<file path="src/rtl/lvm_pkg.sv">
package lvm_pkg;

    localparam int REG_W      = 8;
    localparam int POS_FLAG   = 7;
    localparam int POS_ACK    = 6;
    localparam int POS_IRQEN  = 5;
    localparam int POS_RSTEN  = 4;
    localparam int POS_STOPEN = 3;
    localparam int POS_DETEN  = 2;
    localparam int POS_RSVD   = 1;
    localparam int POS_BUFEN  = 0;

    typedef struct packed {
        logic irq_en;
        logic rst_en;
        logic stop_en;
        logic det_en;
        logic buf_en;
    } lvm_ctrl_t;

    localparam lvm_ctrl_t CTRL_RST = '{irq_en: 1'b0, rst_en: 1'b1,
                                       stop_en: 1'b1, det_en: 1'b1,
                                       buf_en: 1'b0};

    typedef struct packed {
        logic warn;
        logic detect;
    } lvm_cmp_t;

    // Next control state for a write; the once-only fields move only while unlocked.
    function automatic lvm_ctrl_t ctrl_write(lvm_ctrl_t cur,
                                             logic [REG_W-1:0] d,
                                             logic locked);
        lvm_ctrl_t n;
        n         = cur;
        n.irq_en  = d[POS_IRQEN];
        n.stop_en = d[POS_STOPEN];
        n.buf_en  = d[POS_BUFEN];
        if (!locked) begin
            n.rst_en = d[POS_RSTEN];
            n.det_en = d[POS_DETEN];
        end
        return n;
    endfunction

    function automatic logic ack_bit(logic [REG_W-1:0] d);
        return d[POS_ACK];
    endfunction

    function automatic logic [REG_W-1:0] pack_read(logic flag, lvm_ctrl_t c);
        logic [REG_W-1:0] r;
        r             = '0;
        r[POS_FLAG]   = flag;
        r[POS_ACK]    = 1'b0;
        r[POS_IRQEN]  = c.irq_en;
        r[POS_RSTEN]  = c.rst_en;
        r[POS_STOPEN] = c.stop_en;
        r[POS_DETEN]  = c.det_en;
        r[POS_RSVD]   = 1'b0;
        r[POS_BUFEN]  = c.buf_en;
        return r;
    endfunction

endpackage

</file>
<file path="src/rtl/lvm_sync.sv">
module lvm_sync #(
    parameter int WIDTH  = 2,
    parameter int STAGES = 2
) (
    input  logic             clk,
    input  logic             rst,
    input  logic [WIDTH-1:0] din,
    output logic [WIDTH-1:0] dout
);
    localparam int LAST = STAGES - 1;

    logic [STAGES-1:0][WIDTH-1:0] chain;

    always_ff @(posedge clk) begin
        if (rst) begin
            chain <= '0;
        end else begin
            chain[0] <= din;
            for (int i = 1; i < STAGES; i++) begin
                chain[i] <= chain[i-1];
            end
        end
    end

    assign dout = chain[LAST];
endmodule

</file>
<file path="src/rtl/lvm_ctrl_reg.sv">
module lvm_ctrl_reg
    import lvm_pkg::*;
(
    input  logic             clk,
    input  logic             rst,
    input  logic             wr_en,
    input  logic [REG_W-1:0] wr_data,
    output lvm_ctrl_t        ctrl_o,
    output logic             ack_o
);
    lvm_ctrl_t ctrl_q;
    logic      locked_q;

    always_ff @(posedge clk) begin
        if (rst) begin
            ctrl_q   <= CTRL_RST;
            locked_q <= 1'b0;
        end else if (wr_en) begin
            ctrl_q   <= ctrl_write(ctrl_q, wr_data, locked_q);
            locked_q <= 1'b1;
        end
    end

    assign ctrl_o = ctrl_q;
    assign ack_o  = wr_en & ack_bit(wr_data);
endmodule

</file>
<file path="src/rtl/lvm_warn_flag.sv">
module lvm_warn_flag (
    input  logic clk,
    input  logic rst,
    input  logic warn_sync,
    input  logic ack,
    output logic flag_o
);
    logic flag_q;

    always_ff @(posedge clk) begin
        if (rst) begin
            flag_q <= 1'b0;
        end else if (warn_sync) begin
            flag_q <= 1'b1;
        end else if (ack) begin
            flag_q <= 1'b0;
        end
    end

    assign flag_o = flag_q;
endmodule

</file>
<file path="src/rtl/lvm_req.sv">
module lvm_req
    import lvm_pkg::*;
(
    input  lvm_ctrl_t ctrl,
    input  logic      flag,
    input  logic      detect_sync,
    input  logic      stop,
    output logic      irq_o,
    output logic      rst_req_o
);
    logic monitor_live;

    always_comb begin
        monitor_live = ctrl.det_en & (~stop | ctrl.stop_en);
        irq_o        = flag & ctrl.irq_en;
        rst_req_o    = detect_sync & monitor_live & ctrl.rst_en;
    end
endmodule

</file>
<file path="src/rtl/lvm_ctrl.sv">
module lvm_ctrl
    import lvm_pkg::*;
#(
    parameter int SYNC_STAGES = 2
) (
    input  logic             clk,
    input  logic             rst,
    input  logic             wr_en,
    input  logic [REG_W-1:0] wr_data,
    output logic [REG_W-1:0] rd_data,
    input  logic             warn_cmp_i,
    input  logic             detect_cmp_i,
    input  logic             stop_i,
    output logic             irq_o,
    output logic             rst_req_o,
    output logic             buf_en_o
);
    localparam int CMP_W = $bits(lvm_cmp_t);

    lvm_cmp_t  cmp_raw;
    lvm_cmp_t  cmp_sync;
    lvm_ctrl_t ctrl;
    logic      ack;
    logic      flag;

    assign cmp_raw = '{warn: warn_cmp_i, detect: detect_cmp_i};

    lvm_sync #(.WIDTH(CMP_W), .STAGES(SYNC_STAGES)) u_sync (
        .clk  (clk),
        .rst  (rst),
        .din  (cmp_raw),
        .dout (cmp_sync)
    );

    lvm_ctrl_reg u_reg (
        .clk     (clk),
        .rst     (rst),
        .wr_en   (wr_en),
        .wr_data (wr_data),
        .ctrl_o  (ctrl),
        .ack_o   (ack)
    );

    lvm_warn_flag u_flag (
        .clk       (clk),
        .rst       (rst),
        .warn_sync (cmp_sync.warn),
        .ack       (ack),
        .flag_o    (flag)
    );

    lvm_req u_req (
        .ctrl        (ctrl),
        .flag        (flag),
        .detect_sync (cmp_sync.detect),
        .stop        (stop_i),
        .irq_o       (irq_o),
        .rst_req_o   (rst_req_o)
    );

    assign rd_data  = pack_read(flag, ctrl);
    assign buf_en_o = ctrl.buf_en;
endmodule

</file>
<file path="config.mk">
export PLATFORM = sky130hd
export DESIGN_NAME = lvm_ctrl
export DESIGN_NICKNAME = d
export VERILOG_FILES = /design/src/rtl/lvm_pkg.sv /design/src/rtl/lvm_sync.sv /design/src/rtl/lvm_ctrl_reg.sv /design/src/rtl/lvm_warn_flag.sv /design/src/rtl/lvm_req.sv /design/src/rtl/lvm_ctrl.sv
export SDC_FILE = /design/constraint.sdc
export NUM_CORES = 1
export LEC_CHECK = 0
export ABC_AREA = 0
export BUFFER_PORTS_ARGS = -buffer_cell sky130_fd_sc_hd__buf_4
export CAP_MARGIN = 40
export CELL_PAD_IN_SITES_DETAIL_PLACEMENT = 1
export CELL_PAD_IN_SITES_GLOBAL_PLACEMENT = 1
export CORE_AREA = 2 2 43 45
export DETAILED_ROUTE_END_ITERATION = 12
export DIE_AREA = 0 0 45 47
export PLACE_DENSITY_LB_ADDON = 0.08
export SYNTH_ARGS = -nofsm -noshare
export SYNTH_HDL_FRONTEND = slang
export SYNTH_HIERARCHICAL = 1
export SYNTH_SLANG_ARGS = --single-unit
</file>
<file path="constraint.sdc">
create_clock -name clk -period 0.9 [get_ports clk]
set_input_delay 0.18 -clock clk [delete_from_list [all_inputs] [get_ports clk]]
set_output_delay 0.18 -clock clk [all_outputs]
set_load 0.02 [all_outputs]
</file>
* After elaboration in Yosys (flattened, before gate mapping)
Cells that the tools add are included.
Cells by class: muxes and demuxes 2, reduce and logical (&&, ||, !) cells 2, bitwise gates (word level) 8
Operator list (number):
- 1-bit bitwise AND | 5
- 1-bit 2-to-1 mux | 2
- 1-bit inverter | 2
- 2-bit AND reduction | 1
- 2-bit nonzero test | 1
- 1-bit bitwise OR | 1
Word-level totals: register bits 11, bits of input ports 14, output and inout bits 11, word-level logic and storage cells 21

* Logic depth before layout (Yosys ltp)
Gate-level depths: netlist of the first run.
word-level depth 5, depth in mapped cells 4, gate-level depth less buffers 3

* Hierarchy
The synthesis of the first run kept the hierarchy.
Modules (own cells, without submodules):
- lvm_ctrl_reg | cells an instance 24, area each 244.0 um^2, times used 1, sequential area each 120.1 um^2
- lvm_sync | cells an instance 10, area each 120.1 um^2, times used 1, sequential area each 80.1 um^2
- lvm_warn_flag | cells an instance 4, area each 38.8 um^2, times used 1, sequential area each 20.0 um^2
- lvm_ctrl | cells an instance 5, area each 33.8 um^2, times used 1, sequential area each 0.0 um^2
- lvm_req | cells an instance 4, area each 23.8 um^2, times used 1, sequential area each 0.0 um^2

* Worst setup path after synthesis of the first run
Ideal clock, no wire load.
kind flip-flop to output port, start point reg u_reg.ctrl_q (netlist bit u_reg/ctrl_o[3]), end point out rst_req_o, path buffers 0, cell stages (with the launch flop) 3, required time 720 ps, arrival 792 ps, path slack -72 ps, cells stage by stage dfxtp_1 nand3_1 a21oi_2
On the way: cells in the longest elaborated chain, start to end 1
Ends and longest elaborated chain:
- from (decl) | line lvm_ctrl_reg.sv:11 | lvm_ctrl_t ctrl_q;
- from (signal assigned) | line lvm_ctrl_reg.sv:19 | ctrl_q <= ctrl_write(ctrl_q, wr_data, locked_q);
- 1-bit bitwise AND | line lvm_req.sv:16 | rst_req_o = detect_sync & monitor_live & ctrl.rst_en;
- to (decl) | line lvm_ctrl.sv:15 | output logic rst_req_o,
Every way passes these cells.

* Worst setup path after layout of the first run
Ends and elaborated chain as after synthesis.

==> results of run 1 <==
[registers in the layout (all words and copies together), names as in the netlist]
signal,count
u_sync/dout,2
u_reg/ctrl_o,5
u_reg/locked_q,1
u_sync/chain,2
u_flag/flag_o,1
[critical path, stage by stage (launching register included)]
cell and delay, ps:
dfxtp_2 340, nand3_2 90, a21oi_4 120, buf_6 120
[report_power, final]
| group | switching [mW] | internal [mW] | leakage [nW] |
|---|---|---|---|
| Sequential | 0.0178 | 0.518 | 0.0915 |
| Combinational | 0.0879 | 0.119 | 0.221 |
| Clock | 0.167 | 0.164 | 0.0177 |
| Total | 0.272 | 0.801 | 0.330 |
[worst paths after layout]
path                                     start                      endpoint  slack [ps]  depth (start not counted)
hold reg to reg      u_sync/dout[1]$_SDFF_PP0_    u_flag/flag_o$_SDFFE_PP0P_         430                          2
setup / recovery  u_reg/ctrl_o[3]$_SDFFE_PP1P_                     rst_req_o        -210                          3
hold / removal                      warn_cmp_i    u_sync/chain[1]$_SDFF_PP0_         120                          2
setup reg to reg  u_reg/ctrl_o[2]$_SDFFE_PP1P_  u_reg/ctrl_o[2]$_SDFFE_PP1P_          80                          2
[final cells by class]
cell class / count / share of cell area, %
timing repair buffer: 25 / 32.5
tap: 17 / 3.02
inverter: 2 / 1.07
clock buffer: 3 / 3.20
sequential: 11 / 32.5
multi-input combinational: 27 / 27.0
clock inverter: 1 / 0.710
[routing by layer]
metal	track usage [%]	vias to the layer above
met1	10.5	166
met3	5.77	2
met4	5.29	0
met5	0	-
met2	13.1	16
li1	-	183
[repair_timing]
action	in CTS	in global routing
setup buffers	1	2
resized for setup	15	2
pin swaps	2	2
endpoints found under the setup margin	9	9
[placed cells by master, fill, tap and decap left out]
cell type and instances:
a211o_2 1, a21oi_2 1, and2_2 1, clkinv_2 1, and2_4 1, inv_1 2
clkbuf_4 3, dfxtp_1 4, buf_4 14, nand3_2 1, nor2b_4 1, buf_6 11
nand2b_1 1, mux2i_1 4, nor2b_1 5, conb_1 2, a21oi_4 1, nor2_1 8
dfxtp_2 7
[through the flow]
step / cells / instance area, um^2
floorplan: 48 / 475
global placement: 79 / 601
detailed placement: 79 / 601
CTS: 84 / 682
global route: 86 / 704
finish: 86 / 704
[cell families after synthesis]
group	Yosys count	synth area share, %
and+or+nand+nor	18	21.7
DFF	11	47.8
buffers and inverters	10	14.9
muxes	4	8.70
AOI/OAI and AO/OA	3	5.98
other	1	0.814
==> impl_results.md, run 1 <==
- Status: finished, violations left
- Failing checks: setup timing
- Final setup vio count: 9
- Pwr Density: 1520 nW/um^2
- FF+latch area: 229 um^2
- Routability-driven placement congestion ratio: about 0.67
- Sequential share of the synthesized area: between 40% and 50%
- Unique masters post-synth: 16
- Syn Area/Cell: slightly below 10 um^2
- ANT cells: 0
- Top post-synthesis cells by area: dfxtp_1 (48%), buf_4 (9.8%), mux2i_1 (8.7%), nor2b_1 (6.8%), nor2_1 (6.5%)
- Synth top area share: a little under half
- Final worst path period share: 124%
- Type of the worst setup path: reg2out
- Deepest clock path buffer count: 2
- Layout Utilization: between 40% and 50%
- Max-slew violations: 0
- Fraction of layout cells with a size suffix above 1: just over 60%
- Top sig layer: met4
- 1st-iter DRT viols: 2
- Post-Route Skew: between 2 and 2.5 ps
- Floorplan row count: 15
- Synth warn: 6
- Chip height: around 47 um
- TritonCTS buffer count: 3
- # clock sinks: 11
- Worst skew pair latency: roughly 260 ps
- Met3 WL: 82 um
- PnR worst setup slack: -214 ps
- Largest net degree at the start of global routing: 11
- Post-route ant nets: 0
- Overall routed net length: 835 um
- Clock slew at reported path FFs: ~70 ps
- Starting Density: between 20 and 30%
- Max Fclk: ~0.9 GHz
- Metal2 WL: ~400 um
- Area of the die: between 2000 and 2500 um^2
- Routed len/inst: between 9 and 10 um
- Worst-path maximum fanout: 2
- Post-Synthesis Cell Area: approximately 460 um^2
- GRT overflow: 0
- Pre-CTS setup slack: roughly 32 ps
- GRT Resource Usage Total: between 9 and 10%
- Total power: 1.07 mW
- Residual DRC: 0
- Buffers on Ports: 20
- CTS Hold Bufs: 0
- Max Cap Viol: 0
- Chip width: 45 um
- Fin crit period: roughly 1100 ps
- Area of the multi-input gates: approximately 190 um^2
- DR pass1 iterations: 2
- RSZ-0062 raised after global routing: true
- Syn Inst Count: 47
- Hold Path Class: in2reg
- Final Hold Viols: 0
- Max VDD drop: 1140 uV
- Most frequent cell after synthesis: dfxtp_1
- Synth cell count leaders: dfxtp_1 (11), nor2_1 (8), buf_4 (6)
- Worst Setup Start Kind: flip-flop
- I/O pin cnt: 25
- Via count: around 370
- Setup TNS: -829 ps
- # nets final: 84
- H-tree lvl count: 1
- Metal-1 WL: between 300 and 400 um
- Post-synth top area cell: dfxtp_1
- Number of flops mapped to enable cells by yosys: 0
- Worst EP required: approximately 700 ps
- Fraction of registers with async set or reset after synthesis: 0%
- Number of antenna violations at the first check in global routing: 0
- Core ar.: roughly 1700 um^2
- CTS root buffer: clkbuf_4
- Kind of end point of the critical path: primary output
- Hold WS: between 100 and 150 ps
- Crit path arrival time: between 900 and 1000 ps
- CTS tree: yes
- Avg Vias per Cell: 4.27
- Layout fillers: 198
- Static Leak: around 0.33 nW
- First-pass GRT wire length: about 1300 um
- Syn-to-layout area delta: 53.0%
- Vias in the first global route: roughly 300
- Count of state elements after synthesis: 11
- Prevailing post-synth register cell: dfxtp_1
Note: power is estimated with default switching activity, not from simulation.
==> inputs of run 2 (changes only) <==
==> constraint.sdc (replaced) <==
create_clock -name clk -period 0.9 [get_ports clk]
set_input_delay 0.18 -clock clk [delete_from_list [all_inputs] [get_ports clk]]
set_output_delay 0.18 -clock clk [all_outputs]
set_load 0.005 [all_outputs]
==> run 2 against run 1 <==
  * The flow still finishes with violations (setup timing)
  * Sequential share of layout area grew 0.77 points
  * Design area shrank 2.3%
  * Maximum frequency grew 3.2%
  * Largest cell class unchanged
  * Largest power group unchanged
  * Highest routed layer unchanged
==> impl_results.md, run 2 (synthesis results as in run 1) <==
- R2R Setup Slk: 90 ps
- Starting Density: 27.9%
- Commonest non-fill, non-tap cell in the layout: buf_4
- Avg Vias per Cell: roughly 4.2
- H-tree lvl count: 1
- Final Hold Viols: 0
- Fin crit period: roughly 1100 ps
- Final worst path period share: 120%
- Largest register FFs: 5
- Kind of end point of the critical path: primary output
- Area of the die: 2120 um^2
- Reg2reg path depth: 2
- Static Leak: approximately 0.32 nW
- Fraction of layout cells with a size suffix above 1: 60.9%
- Via count: roughly 360
- Final setup vio count: 8
- Routability-driven placement congestion ratio: ~0.67
- Buffers on Ports: 20
- M1 GR Usage: 11.3%
- Post-route ant nets: 0
- First-pass GRT wire length: about 1500 um
- Floorplan row count: 15
- Met3 usage: 4.62%
- TritonCTS buffer count: 3
- Global routing's busiest layer: met2
- Failing checks: setup timing
- Pwr Density: between 1500 and 2000 nW/um^2
- Largest net degree at the start of global routing: 14
- CTS tree: yes
- DR pass1 iterations: 2
- # nets final: 84
- Final instance area: 688 um^2
- ANT cells: 0
- Residual DRC: 0
- Layout Utilization: roughly two fifths
- Syn-to-layout area delta: 49.5%
- Chip height: between 40 and 50 um
- Worst Setup Start Kind: flip-flop
- Placed inst area: ~570 um^2
- CP Capture Point: rst_req_o
- Layout fillers: 188
- Most frequent cells in the layout: buf_4 (16), buf_6 (9), nor2_1 (8)
- Type of the worst setup path: reg2out
- Max-slew violations: 0
- I/O pin cnt: 25
- Overall routed net length: 980 um
- Vias in the first global route: roughly 360
- Hold WS: approximately 120 ps
- Max Fclk: roughly 0.93 GHz
- Clock slew at reported path FFs: 70 ps
- Routed len/inst: roughly 11 um
- FF-to-FF End: u_reg/ctrl_o[2]$_SDFFE_PP1P_
- Chip width: ~45 um
- 1st-iter DRT viols: 1
- Status: finished, violations left
- GRT Resource Usage Total: 10.5%
- Deepest clock path buffer count: 2
- Reg-to-Reg Start: u_reg/ctrl_o[2]$_SDFFE_PP1P_
- GR Util met2: 16.0%
- CTS root buffer: clkbuf_4
- Post-Route Skew: 1.31 ps
- Worst skew pair latency: 270 ps
- RSZ-0062 raised after global routing: true
- Number of antenna violations at the first check in global routing: 0
- Worst-path maximum fanout: 2
- Hold Path Class: in2reg
- Max VDD drop: just under 700 uV
- CP Launch Point: u_reg/ctrl_o[1]$_SDFFE_PP1P_
- Worst EP required: 720 ps
- GRT overflow: 0
- Crit path arrival time: ~900 ps
- Core ar.: roughly 1700 um^2
- Max Cap Viol: 0
- PnR worst setup slack: -180 ps
- # clock sinks: 11
-- run 2: cell types whose count changed in the layout (fill, tap and decap cells not counted), sizes merged --
cell | previous run | this run
clkbuf | 3 | 4
clkinv | 1 | 0
-- run 2: what timing repair did --
item,4_1_cts,5_1_grt
buffers inserted,2,3
pin swaps,1,2
hold buffers,0,0
cloned,0,0
gates resized for setup,13,5
setup endpoints to repair,9,9
-- run 2: critical path: stages (launching register included) --
cell and delay, ps:
dfxtp_2 340, nand3_2 80, a21oi_2 100, buf_4 110
-- run 2: final cells by class --
cell class	count	area, um^2	area share, %
flip-flops and latches	11	229	33.3
repair buffers	25	221	32.2
multi-input cells	27	183	26.5
clock buffers	4	26.3	3.82
well taps	17	21.3	3.09
inverters	2	7.51	1.09
-- run 2: per-stage QoR --
step	worst slack (ps)	total power [mW]	std cells	setup TNS, ps
2_1_floorplan	109	0.620	48	0
3_3_place_gp	71.0	0.677	77	0
3_5_place_dp	57.7	0.679	77	0
4_1_cts	-181	1.05	83	-672
5_1_grt	-242	1.12	86	-1080
6_report	-180	1.05	86	-734
-- run 2: worst min path at each step --
stage,from,endpoint,slack (ps),cells after the start
floorplan,rst,u_flag/flag_o$_SDFFE_PP0P_,240,1
global placement,warn_cmp_i,u_sync/chain[1]$_SDFF_PP0_,390,2
detailed placement,wr_data[3],u_reg/ctrl_o[2]$_SDFFE_PP1P_,400,2
CTS,detect_cmp_i,u_sync/chain[0]$_SDFF_PP0_,110,2
global route,wr_data[3],u_reg/ctrl_o[2]$_SDFFE_PP1P_,110,2
finish,detect_cmp_i,u_sync/chain[0]$_SDFF_PP0_,120,2
-- run 2: where the power goes --
| part | total [mW] | internal, mW | switching (mW) |
|---|---|---|---|
| clock network | 0.343 | 0.171 | 0.171 |
| logic | 0.170 | 0.113 | 0.0574 |
| registers | 0.537 | 0.518 | 0.0186 |
| total | 1.05 | 0.802 | 0.247 |
-- run 2: per-layer routing --
layer  wire length [um]  up-vias  share of wire (%)
li1                   -      181                  -
met1                425      168                 43
met2                470       12                 48
met3                 79        2                8.1
met4                  5        0               0.51
met5                  0        -                  0
==> inputs of run 3 (changes only) <==
--- a/config.mk
+++ b/config.mk
@@ -6,14 +6,15 @@
 export NUM_CORES = 1
 export LEC_CHECK = 0
 export ABC_AREA = 0
-export BUFFER_PORTS_ARGS = -buffer_cell sky130_fd_sc_hd__buf_4
 export CAP_MARGIN = 40
 export CELL_PAD_IN_SITES_DETAIL_PLACEMENT = 1
 export CELL_PAD_IN_SITES_GLOBAL_PLACEMENT = 1
-export CORE_AREA = 2 2 43 45
+export CORE_AREA = 2 2 40 42
 export DETAILED_ROUTE_END_ITERATION = 12
-export DIE_AREA = 0 0 45 47
+export DIE_AREA = 0 0 42 44
+export DONT_BUFFER_PORTS = 1
 export PLACE_DENSITY_LB_ADDON = 0.08
+export SKIP_LAST_GASP = 1
 export SYNTH_ARGS = -nofsm -noshare
 export SYNTH_HDL_FRONTEND = slang
 export SYNTH_HIERARCHICAL = 1
==> run 3 against run 2 <==
  * The flow still finishes with violations (setup timing)
  * Clock skew up 1.9 ps
  * Sequential share of layout area up 14 points
  * First-iteration DRC count up 100%
  * Sequential power about the same
  * Cell count down 28%
  * Register-to-register slack about the same
  * Power down 11%
  * Critical endpoint unchanged
  * Largest cell class unchanged
  * Largest power group unchanged
==> impl_results.md, run 3 (synthesis results as in run 1) <==
- Post-Route Skew: roughly 3.2 ps
- PnR worst setup slack: -98.4 ps
- HP Start: wr_en
- Floorplan row count: 14
- Routability-driven placement congestion ratio: approximately 0.64
- Final worst path period share: 111%
- Reg-to-Reg Start: u_reg/ctrl_o[2]$_SDFFE_PP1P_
- Total power: 0.935 mW
- RSZ-0062 raised after global routing: true
- Number of antenna violations at the first check in global routing: 0
- Final setup vio count: 2
- 1st-iter DRT viols: 2
- Largest register FFs: 5
- Combinational Power Share: ~7%
- Worst skew pair latency: 260 ps
- Status: finished, violations left
- Setup bufs post-CTS: 0
- Layout Utilization: between 30% and 40%
- DR pass1 iterations: 2
- Commonest non-fill, non-tap cell in the layout: nor2_1
- Largest net degree at the start of global routing: 9
- Routed len/inst: 12.8 um
- Overall routed net length: about 800 um
- Core ar.: between 1000 and 1500 um^2
- Largest stage delay, worst path: between 300 and 400 ps
- Most frequent cells in the layout: nor2_1 (8), dfxtp_1 (6), nor2b_1 (5)
- Internal cell power: 0.726 mW
- Area of the die: 1850 um^2
- Failing checks: setup timing
- NetSw: approximately 0.21 mW
- Final Hold Viols: 0
- Static Leak: about 0.2 nW
- Starting Density: 32.5%
- Worst-path maximum fanout: 3
- First-pass GRT wire length: 1230 um
- Type of the worst setup path: reg2out
- Worst EP required: between 700 and 800 ps
- HPWL Detailed: around 550 um
- GRT overflow: 0
- Slowest cell on crit path: dfxtp_2
- Worst Setup Start Kind: flip-flop
- H-tree lvl count: 1
- Max-slew violations: 0
- Clock Power Share: 35.4%
- Hold Path Class: in2reg
- GRT Resource Usage Total: around a tenth
- Syn-to-layout area delta: 5.43%
- Crit path arrival time: ~820 ps
- TritonCTS buffer count: 3
- Pwr Density: slightly below 2000 nW/um^2
- Hold Path Stages: 1
- Fraction of layout cells with a size suffix above 1: between 30% and 40%
- Reg2reg path depth: 2
- Avg Vias per Cell: 4.58
- I/O pin cnt: 25
- Residual DRC: 0
- Buffers on Ports: 0
- # clock sinks: 11
- Chip height: 44 um
- Flop pwr share: approximately 58%
- ANT cells: 0
- Clock slew at reported path FFs: roughly 70 ps
- Deepest clock path buffer count: 2
- Max VDD drop: 921 uV
- Max Cap Viol: 0
- Fin crit period: 998 ps
- Chip width: between 40 and 50 um
- CTS tree: yes
- Vias in the first global route: between 200 and 300
- Layout fillers: 161
- # nets final: just over 60
- CP Launch Point: u_reg/ctrl_o[1]$_SDFFE_PP1P_
- CTS root buffer: clkbuf_4
- CP cell instances: nand3_2 -> a21oi_2
- Max Fclk: ~1 GHz
- Kind of end point of the critical path: primary output
- Switching part of the total power: between 20 and 25%
- Via count: 284
- Post-route ant nets: 0
[run 3: cell types whose count changed in the layout (fill, tap and decap cells not counted), sizes merged]
| cell | previous run | this run |
|---|---|---|
| buf | 25 | 0 |
| dlygate4sd3 | 0 | 2 |
[run 3: worst paths after layout]
path | to | slack, ps
setup reg to reg | u_reg/ctrl_o[2]$_SDFFE_PP1P_ | 90
setup / recovery | rst_req_o | -100
hold / removal | u_reg/ctrl_o[2]$_SDFFE_PP1P_ | 40
hold reg to reg | u_flag/flag_o$_SDFFE_PP0P_ | 440
[run 3: power by group through the flow]
| stage | Combinational (mW) | Sequential, mW | Clock, mW |
|---|---|---|---|
| after floorplan | 0.0787 | 0.541 | 0 |
| after global placement | 0.0500 | 0.546 | 0 |
| after detailed placement | 0.0525 | 0.547 | 0 |
| after CTS | 0.0626 | 0.540 | 0.350 |
| after global routing | 0.0728 | 0.542 | 0.388 |
| final | 0.0659 | 0.538 | 0.331 |
[run 3: final cells by class]
| type | count | area (um^2) | area share (%) |
|---|---|---|---|
| tap | 16 | 20.0 | 4.12 |
| multi-input combinational | 27 | 183 | 37.6 |
| sequential | 11 | 229 | 47.2 |
| clock buffer | 4 | 26.3 | 5.41 |
| inverter | 2 | 7.51 | 1.55 |
| timing repair buffer | 2 | 20.0 | 4.12 |
[run 3: routing by layer]
metal	track usage (%)	part of all wire [%]	vias up
li1	-	-	135
met1	9.92	43	136
met2	13.4	47	13
met3	7.08	9.7	0
met4	5.81	0	0
met5	0	0	-
[run 3: metrics by stage]
stage / instance area, um^2 / worst slack (ps) / std cells / setup TNS, ps / hold slack, ps
finish: 485 / -98.4 / 62 / -132 / 39.1
global route: 485 / -170 / 62 / -246 / 10.6
CTS: 473 / -117 / 61 / -163 / 4.45
detailed placement: 423 / 87.0 / 56 / 0 / 247
global placement: 423 / 93.8 / 56 / 0 / 244
floorplan: 464 / 109 / 48 / 0 / 242
[run 3: critical path: cells and delay by family (launching register included)]
kind               cells  cell delay [ps]
and+or+nand+nor        1               80
AOI/OAI and AO/OA      1              120
DFF                    1              360
[run 3: repair_timing]
item | 4_1_cts | 5_1_grt
hold buffers | 1 | 1
setup endpoints to repair | 2 | 2
pin swaps | 2 | 0
hold endpoints to repair | 8 | 1
resized for setup | 7 | 1
